<file path="src/rtl/airtime_pkg.sv">
package airtime_pkg;
  localparam int IDX_W      = 4;
  localparam int RATE_W     = 8;
  localparam int IDX_TOP    = 11;
  localparam int CCK_TOP    = 3;

  localparam int T_PRE_SHORT = 96;
  localparam int T_PRE_LONG  = 192;
  localparam int T_OFDM_HDR  = 20;
  localparam int T_SYM_SHIFT = 2;
  localparam int T_SIG_EXT   = 6;
  localparam int CCK_SCALE   = 80;
  localparam int OFDM_PAD    = 22;

  localparam logic [1:0] PKT_OFDM_ONLY = 2'd0;

  typedef enum logic [1:0] {
    ST_IDLE = 2'd0,
    ST_CALC = 2'd1,
    ST_SHOW = 2'd2
  } calc_st_t;

  function automatic logic [RATE_W-1:0] rate_entry(input logic [IDX_W-1:0] i);
    logic [RATE_W-1:0] r;
    case (i)
      4'd0:    r = 8'd10;
      4'd1:    r = 8'd20;
      4'd2:    r = 8'd55;
      4'd3:    r = 8'd110;
      4'd4:    r = 8'd24;
      4'd5:    r = 8'd36;
      4'd6:    r = 8'd48;
      4'd7:    r = 8'd72;
      4'd8:    r = 8'd96;
      4'd9:    r = 8'd144;
      4'd10:   r = 8'd192;
      default: r = 8'd216;
    endcase
    return r;
  endfunction
endpackage

</file>
<file path="src/rtl/airtime_rate_lut.sv">
module airtime_rate_lut
  import airtime_pkg::*;
(
  input  logic [IDX_W-1:0]  idx,
  output logic [RATE_W-1:0] rate,
  output logic              is_cck
);
  logic [IDX_W-1:0] idx_c;

  always_comb begin
    idx_c  = (idx > IDX_W'(IDX_TOP)) ? IDX_W'(IDX_TOP) : idx;
    rate   = rate_entry(idx_c);
    is_cck = (idx_c <= IDX_W'(CCK_TOP));
  end
endmodule

</file>
<file path="src/rtl/airtime_div.sv">
module airtime_div #(
  parameter int NUM_W = 19,
  parameter int DEN_W = 8
) (
  input  logic             clk,
  input  logic             rst_n,
  input  logic             start,
  input  logic [NUM_W-1:0] dividend,
  input  logic [DEN_W-1:0] divisor,
  output logic [NUM_W-1:0] quot,
  output logic [DEN_W-1:0] rem,
  output logic             busy,
  output logic             done
);
  localparam int CNT_W = $clog2(NUM_W);
  localparam logic [CNT_W-1:0] CNT_LAST = CNT_W'(NUM_W - 1);

  logic [DEN_W:0]   acc;
  logic [NUM_W-1:0] work;
  logic [DEN_W-1:0] den;
  logic [CNT_W-1:0] cnt;
  logic             run;
  logic             last;

  logic [DEN_W:0]   shifted;
  logic             fits;
  logic [DEN_W:0]   acc_nxt;
  logic [NUM_W-1:0] work_nxt;

  always_comb begin
    shifted  = {acc[DEN_W-1:0], work[NUM_W-1]};
    fits     = (shifted >= {1'b0, den});
    acc_nxt  = fits ? (shifted - {1'b0, den}) : shifted;
    work_nxt = {work[NUM_W-2:0], fits};
  end

  always_ff @(posedge clk or negedge rst_n) begin
    if (!rst_n) begin
      acc  <= '0;
      work <= '0;
      den  <= '0;
      cnt  <= '0;
      run  <= 1'b0;
      last <= 1'b0;
      done <= 1'b0;
    end else begin
      done <= last;
      last <= 1'b0;
      if (run) begin
        acc  <= acc_nxt;
        work <= work_nxt;
        if (cnt == CNT_LAST) begin
          run  <= 1'b0;
          last <= 1'b1;
        end else begin
          cnt <= cnt + 1'b1;
        end
      end else if (start && !last) begin
        acc  <= '0;
        work <= dividend;
        den  <= divisor;
        cnt  <= '0;
        run  <= 1'b1;
      end
    end
  end

  assign quot = work;
  assign rem  = acc[DEN_W-1:0];
  assign busy = run | last;
endmodule

</file>
<file path="src/rtl/airtime_calc.sv">
module airtime_calc
  import airtime_pkg::*;
#(
  parameter int LEN_W = 12,
  parameter int DUR_W = 16
) (
  input  logic             clk,
  input  logic             rst_n,
  input  logic             in_valid,
  output logic             in_ready,
  input  logic [LEN_W-1:0] in_len,
  input  logic [IDX_W-1:0] in_rate,
  input  logic             in_short_pre,
  input  logic [1:0]       in_pkt,
  output logic             out_valid,
  input  logic             out_ready,
  output logic [DUR_W-1:0] out_dur
);
  localparam int DIV_W = LEN_W + 7;
  localparam int SUM_W = DIV_W + 3;

  calc_st_t          st;
  logic [RATE_W-1:0] lut_rate;
  logic              lut_cck;
  logic [DIV_W-1:0]  len_ext;
  logic [DIV_W-1:0]  dividend;
  logic              accept;

  logic [DIV_W-1:0]  div_quot;
  logic [RATE_W-1:0] div_rem;
  logic              div_busy;
  logic              div_done;

  logic              cck_q;
  logic              short_q;
  logic              ext_q;

  logic [DIV_W-1:0]  q_up;
  logic [SUM_W-1:0]  sum;
  logic [DUR_W-1:0]  dur_r;

  airtime_rate_lut u_lut (
    .idx    (in_rate),
    .rate   (lut_rate),
    .is_cck (lut_cck)
  );

  always_comb begin
    len_ext  = DIV_W'(in_len);
    dividend = lut_cck ? (len_ext * DIV_W'(CCK_SCALE))
                       : ((len_ext << 3) + DIV_W'(OFDM_PAD));
    accept   = in_valid && (st == ST_IDLE);
  end

  airtime_div #(.NUM_W(DIV_W), .DEN_W(RATE_W)) u_div (
    .clk      (clk),
    .rst_n    (rst_n),
    .start    (accept),
    .dividend (dividend),
    .divisor  (lut_rate),
    .quot     (div_quot),
    .rem      (div_rem),
    .busy     (div_busy),
    .done     (div_done)
  );

  always_comb begin
    q_up = div_quot + DIV_W'(div_rem != '0);
    if (cck_q) begin
      sum = SUM_W'(q_up) + SUM_W'(short_q ? T_PRE_SHORT : T_PRE_LONG);
    end else begin
      sum = (SUM_W'(q_up) << T_SYM_SHIFT) + SUM_W'(T_OFDM_HDR)
            + SUM_W'(ext_q ? T_SIG_EXT : 0);
    end
  end

  always_ff @(posedge clk or negedge rst_n) begin
    if (!rst_n) begin
      st      <= ST_IDLE;
      cck_q   <= 1'b0;
      short_q <= 1'b0;
      ext_q   <= 1'b0;
      dur_r   <= '0;
    end else begin
      unique case (st)
        ST_IDLE: if (accept) begin
          cck_q   <= lut_cck;
          short_q <= in_short_pre;
          ext_q   <= (in_pkt != PKT_OFDM_ONLY);
          st      <= ST_CALC;
        end
        ST_CALC: if (div_done) begin
          dur_r <= DUR_W'(sum);
          st    <= ST_SHOW;
        end
        ST_SHOW: if (out_ready) begin
          st <= ST_IDLE;
        end
        default: st <= ST_IDLE;
      endcase
    end
  end

  assign in_ready  = (st == ST_IDLE);
  assign out_valid = (st == ST_SHOW);
  assign out_dur   = dur_r;
endmodule

</file>
<file path="config.mk">
export PLATFORM = sky130hd
export DESIGN_NAME = airtime_calc
export DESIGN_NICKNAME = d
export VERILOG_FILES = /design/src/rtl/airtime_pkg.sv /design/src/rtl/airtime_rate_lut.sv /design/src/rtl/airtime_div.sv /design/src/rtl/airtime_calc.sv
export SDC_FILE = /design/constraint.sdc
export NUM_CORES = 1
export LEC_CHECK = 0
export BUFFER_PORTS_ARGS = -buffer_cell sky130_fd_sc_hd__buf_2
export CORE_MARGIN = 2
export CORE_UTILIZATION = 41
export CTS_CLUSTER_DIAMETER = 50
export CTS_CLUSTER_SIZE = 8
export DETAILED_ROUTE_END_ITERATION = 10
export GPL_ROUTABILITY_DRIVEN = 0
export PLACE_DENSITY = 0.57
export SLEW_MARGIN = 30
export SYNTH_ARGS = -nofsm -noshare
export SYNTH_HDL_FRONTEND = slang
export SYNTH_SLANG_ARGS = --single-unit
</file>
<file path="constraint.sdc">
create_clock -name clk -period 11 [get_ports clk]
set_input_delay 2.2 -clock clk [delete_from_list [all_inputs] [get_ports clk]]
set_output_delay 2.2 -clock clk [all_outputs]
set_load 0.01 [all_outputs]
</file>
Word level (Yosys, flattened, before mapping)
Memories as Yosys holds them, arrays and structs flattened. A register that Yosys moved wholly into a read port is not among the register bits.
Cells that the tools add are included.
{ "word_totals": {"in_bits": 23, "elab_cells": 66, "ff_bits": 56, "n_memories": 1, "romBits": 128} }
{ "mem_list": {"columns": ["name", "words", "width", "read_ports", "rd_clocked_by_memory_dff", "wr", "line", "text"], "rows": [
  ["(name not given)", 16, 8, 1, 1, 0, "airtime_pkg.sv:25", "case (i)"]
]} }
{ "op_classes": {"n_eq_ne": 7, "bitwise": 1, "addsub": 7, "muxes": 22, "n_lt_le_gt_ge": 3, "n_mul": 1, "n_reduce_logical": 13} }
{ "ops": {"columns": ["cell", "count"], "rows": [
  ["two-way mux 19 bit", 3],
  ["two-way mux 8 bit", 4],
  ["adder 15 x 5 -> 16 bit (second input constant)", 1],
  ["adder 16 x 1 -> 16 bit", 1],
  ["adder 16 x 3 -> 16 bit", 1],
  ["adder 16 x 5 -> 16 bit (second input constant)", 1],
  ["adder 16 x 8 -> 16 bit", 1],
  ["two-way mux 16 bit", 1],
  ["multiplier 12 x 3 -> 15 bit (second input constant)", 1],
  ["two-way mux 5 bit", 3],
  [">= comparator 9 x 8 -> 1 bit", 1],
  ["AND reduction 2 bit", 4],
  ["nonzero test 8 bit", 1],
  ["subtractor 8 bit", 1],
  ["two-way mux 2 bit", 3],
  ["inequality test 2 x 1 -> 1 bit (second input constant)", 3],
  ["case mux 2 bit (3 select lines)", 1],
  ["adder 5 x 1 -> 5 bit (second input constant)", 1],
  ["equality test 5 bit (second input constant)", 1],
  ["two-way mux 1 bit", 5],
  ["> comparator 4 bit (second input constant)", 1],
  ["<= comparator 4 x 2 -> 1 bit (second input constant)", 1],
  ["two-way mux 4 bit", 1],
  ["nonzero test 2 bit", 2],
  ["9 further kinds", 11]
]} }

Longest topological paths before layout
{ "depth": {"ltp_word": 6, "ltp_mapped": 15, "ltp_nobuf": 14} }

Hierarchy
Synthesis repeated with hierarchy kept, for this count alone.
{ "hier_totals": {"hier_cells": 604, "hier_area_um2": 5258.8} }
{ "by_module_without_submodules": {"columns": ["mod", "instances", "cells_per_inst", "area_per_inst_um2", "seq_area_each_um2"], "rows": [
  ["airtime_calc", 1, 327, 2650.0, 525.5],
  ["airtime_div", 1, 253, 2424.8, 1076.0],
  ["airtime_rate_lut", 1, 24, 183.9, 0.0]
]} }

Worst setup path after synthesis
No wires, ideal clock.
{ "synth_path": {"path_type": "input-to-reg", "start": "input in_len[1]", "end": "register u_div.work[17], in the netlist u_div.quot[17]", "t_required_ps": 10863, "stages": 10, "arrival_ps": 4105, "setup_time_ps": 137, "path_buffers": 0, "slack_ps": 6759, "path_cell_list": "ha_1 > ha_1 > fa_1 > a21oi_1 > o2111ai_1 > o211ai_1 > o21ai_0 > xor2_1 > a221oi_1 > a21oi_1"} }
{ "synth_between": {"elab_chain_len": 4} }
{ "synth_rtl": {"columns": ["item", "line", "text"], "rows": [
  ["start: declaration", "airtime_calc.sv:11", "input logic [LEN_W-1:0] in_len,"],
  ["multiplier 12 x 3 -> 15 bit", "airtime_calc.sv:50", "dividend = lut_cck ? (len_ext * DIV_W'(CCK_SCALE))"],
  ["two-way mux 19 bit", "airtime_calc.sv:50", null],
  ["two-way mux 19 bit", "airtime_div.sv:58", "end else if (start && !last) begin"],
  ["two-way mux 19 bit", "airtime_div.sv:49", "if (run) begin"],
  ["end signal: assignment", "airtime_div.sv:51", "work <= work_nxt;"],
  ["end signal: assignment", "airtime_div.sv:60", "work <= dividend;"],
  ["end: declaration", "airtime_div.sv:19", "logic [NUM_W-1:0] work;"]
]} }
No other way between the ends. The select of a mux whose other input is x is not followed.
A chain may end at the register's enable or synchronous reset.

Final worst setup path
Same ends and word-level chain as after synthesis.

==> metrics.txt <==
mean number of vias per cell=5.46; Slew headroom=45.9%; Total GRT Usage=18.0%; complex-gate fraction of the synthesized area=19.7%; Root Buffer=clkbuf_16; max cap viols=0; vias in the first global route=4012; Die Span X=115 microns; DP HPWL=8.43 mm; layout cell share with drive strength beyond 1=11.3%; final period utilization=38.6%; largest family of logic cells by synthesized area=compound AO/OA/AOI/OAI gates; layout filler cell count=1192; startpoint types=input pin; Netlist cell types=65; Placement Setup Slack=6390 ps; CP endpoint kind=flip-flop; WS Path Type=in2reg; register-to-register setup slack=6970 ps; crit path launch=in_len[1]; post-CTS setup buffers=0; Final nets=695; Power Density=285 nW/um^2; largest net degree at the start of global routing=65; clk_lat worst skew=330 ps; FF+latch count, synth=64; status=completed; routed length per placed instance=14.4 microns; Post-DRT Antenna Nets=0; worst reg2reg path depth=14; dpl cells=761; first-pass GRT wire length=19.4 mm; Synth Area in Simple Gates=19.7%; row cnt=40; global route total overflow=0; FF-to-FF End=out_dur[15]; Synth Cell Area=5040 sq um; crit path time final=4250 ps; synthesized-area fraction occupied by adder cells=12.0%; RSZ-0062 raised after global routing=false; Worst Path Max Fanout=5; FFs w/ async S/R, synth=100%; final core utilization=47.0%; Worst Tran Pin Value=811 ps; Seq/Total Area, Yosys=31.8%; post-CTS sizing=0; YS warnings=0; syn_area_per_cell=8.41 sq um; clock net sink count=64; final WL=11.2 mm; final non-filler cell total=776; mux share of post-synthesis cell area=3.89%; H-tree depth=3; Core Area=12000 sq um; Synth Area in XOR/XNOR=7.99%; Hold Fails Final Rpt=0; Clock Skews=8.25 ps; worst endpoint data arrival time=4440 ps; Final Worst Setup Slack=6750 ps; hold slack=434 ps; vias=4234; CP required=11190 ps; # diodes=0; cells after synthesis=600; Starting Density=42.0%; FF-to-FF Start=u_div.acc[0]; Static Leak=2.51 nW; die area=13200 sq um; initial drt markers=218; Die H=115 microns; Post-synth top flop=dfrtp_1; Max Clk Rate=0.235 GHz; initial antenna violation count=0; Setup-failing EPs final=0; DRT Pass-1 Iters=4; Residual DRC=0; max-slew violations=0; CP endpoint=u_div.quot[17]; num ports=41; Longest Clk Path Bufs=2; syn_nets=670; EDFF count, synth=0; number of port buffers=40; Layout area overhead=11.9%; Setup TNS=0 ps; CTS tree=yes; CTS Hold Bufs=0; TritonCTS Buffers=9; Worst Hold Class=reg2reg; CTS clock-pin slew for the worst setup and hold paths=50 ps; Worst VDD drop=0.000104 V
[cell usage in the layout (no fill, tap or decap), types with 3 or more instances in the layout]
| cell | n |
|---|---|
| nand2_1 | 65 |
| dfrtp_1 | 64 |
| nor2_1 | 58 |
| ha_1 | 45 |
| o21ai_0 | 40 |
| buf_2 | 40 |
| a21oi_1 | 38 |
| inv_1 | 35 |
| xnor2_1 | 31 |
| nand3_1 | 20 |
| nor3_1 | 16 |
| a211oi_1 | 16 |
| xor2_1 | 15 |
| mux2i_1 | 14 |
| o21a_1 | 10 |
| nand4_1 | 10 |
| clkbuf_16 | 9 |
| o31ai_1 | 7 |
| nor4_1 | 6 |
| nor2b_1 | 5 |
| mux2_2 | 5 |
| or3_1 | 5 |
| nand2b_1 | 4 |
| and3_1 | 4 |
| nor3b_1 | 3 |
| a21o_1 | 3 |
| o2111ai_1 | 3 |
| or4_1 | 3 |
| a211o_1 | 3 |
| a31oi_1 | 3 |
| o211ai_1 | 3 |
| or2_2 | 3 |
[critical path, cell delays in order]
cell and delay (ps):
buf_2 140, ha_1 300, ha_1 230, fa_1 410, a21oi_1 250, o2111ai_1 160, o211ai_1 150, o21ai_0 150
xor2_1 160, a221oi_1 240, a21oi_1 60
[cell type report]
cell class | count | area [sq um] | area share, %
clock buffer | 12 | 256 | 4.54
clock inverter | 3 | 65.1 | 1.15
timing repair buffer | 42 | 215 | 3.81
inverter | 35 | 131 | 2.33
multi-input combinational | 473 | 3190 | 56.5
sequential | 64 | 1600 | 28.4
tap | 147 | 184 | 3.26
[metal layers]
| metal | up-vias | GRT usage [%] | part of all wire, % |
|---|---|---|---|
| li1 | 2187 | - | - |
| met1 | 1980 | 26.2 | 52 |
| met2 | 63 | 27.9 | 45 |
| met3 | 4 | 3.48 | 3.1 |
| met4 | 0 | 3.69 | 0.70 |
| met5 | - | 0 | 0 |
[logic make-up after synthesis]
kind of cell | after synthesis
xor+xnor | 46
flops | 64
simple gates | 210
fa+ha+maj | 47
buf+inv | 63
mux | 19
compound gates | 151
[how the worst min path moves through the flow]
| stage | end | cells past startpoint | slack (ps) | start |
|---|---|---|---|---|
| final | u_div.done | 0 | 430 | u_div.last |
| after global routing | u_div.done | 0 | 450 | u_div.last |
| after CTS | u_div.done | 0 | 430 | u_div.last |
| after detailed placement | u_div.done | 0 | 420 | u_div.last |
| after global placement | u_div.done | 0 | 420 | u_div.last |
| after floorplan | u_div.done | 0 | 380 | u_div.last |
[sequential cells by signal, summed over array words and instances (netlist names)]
signal and cells:
u_div.last 1, short_q 1, st 2, u_div.acc 8
u_div.quot 19, u_div.done 1, u_div.den 8, u_div.cnt 5
out_dur 16, u_div.run 1, ext_q 1, cck_q 1
[cells in the mapped netlist (all sizes together) (2+ instances only)]
master	instances	area [sq um]
nand2	65	244
dfrtp	64	1600
nor2	58	218
ha	45	563
o21ai	41	209
a21oi	38	190
inv	35	131
xnor2	31	272
clkbuf	22	82.6
nand3	21	118
a211oi	16	120
nor3	16	80.1
xor2	15	131
mux2i	14	140
nand4	10	62.6
o21a	10	75.1
o31ai	7	52.6
buf	6	37.5
nor4	6	37.5
or3	6	42.5
mux2	5	56.3
nor2b	5	31.3
or2	5	31.3
and3	4	25.0
nand2b	4	25.0
a211o	3	26.3
a21boi	3	22.5
a21o	3	22.5
a31oi	3	18.8
nor3b	3	22.5
o2111ai	3	26.3
o211ai	3	22.5
o41ai	3	52.6
or4	3	22.5
a221oi	2	17.5
a22oi	2	15.0
fa	2	40.0
o22ai	2	12.5
[through the flow]
| step | cell area (sq um) | total power (W) |
|---|---|---|
| finish | 5640 | 0.00161 |
| global route | 5640 | 0.00177 |
| CTS | 5640 | 0.00162 |
| detailed placement | 5320 | 0.00131 |
| global placement | 5320 | 0.00128 |
| floorplan | 5040 | 0.00112 |
[power breakdown]
part           internal (W)  total, W  leakage, nW  switching, W
combinational      0.000376  0.000842         1.56      0.000466
clock              0.000209  0.000309        0.159     0.0000999
sequential         0.000340  0.000459        0.792      0.000119
No activity file was read; power rests on OpenSTA's default activity.
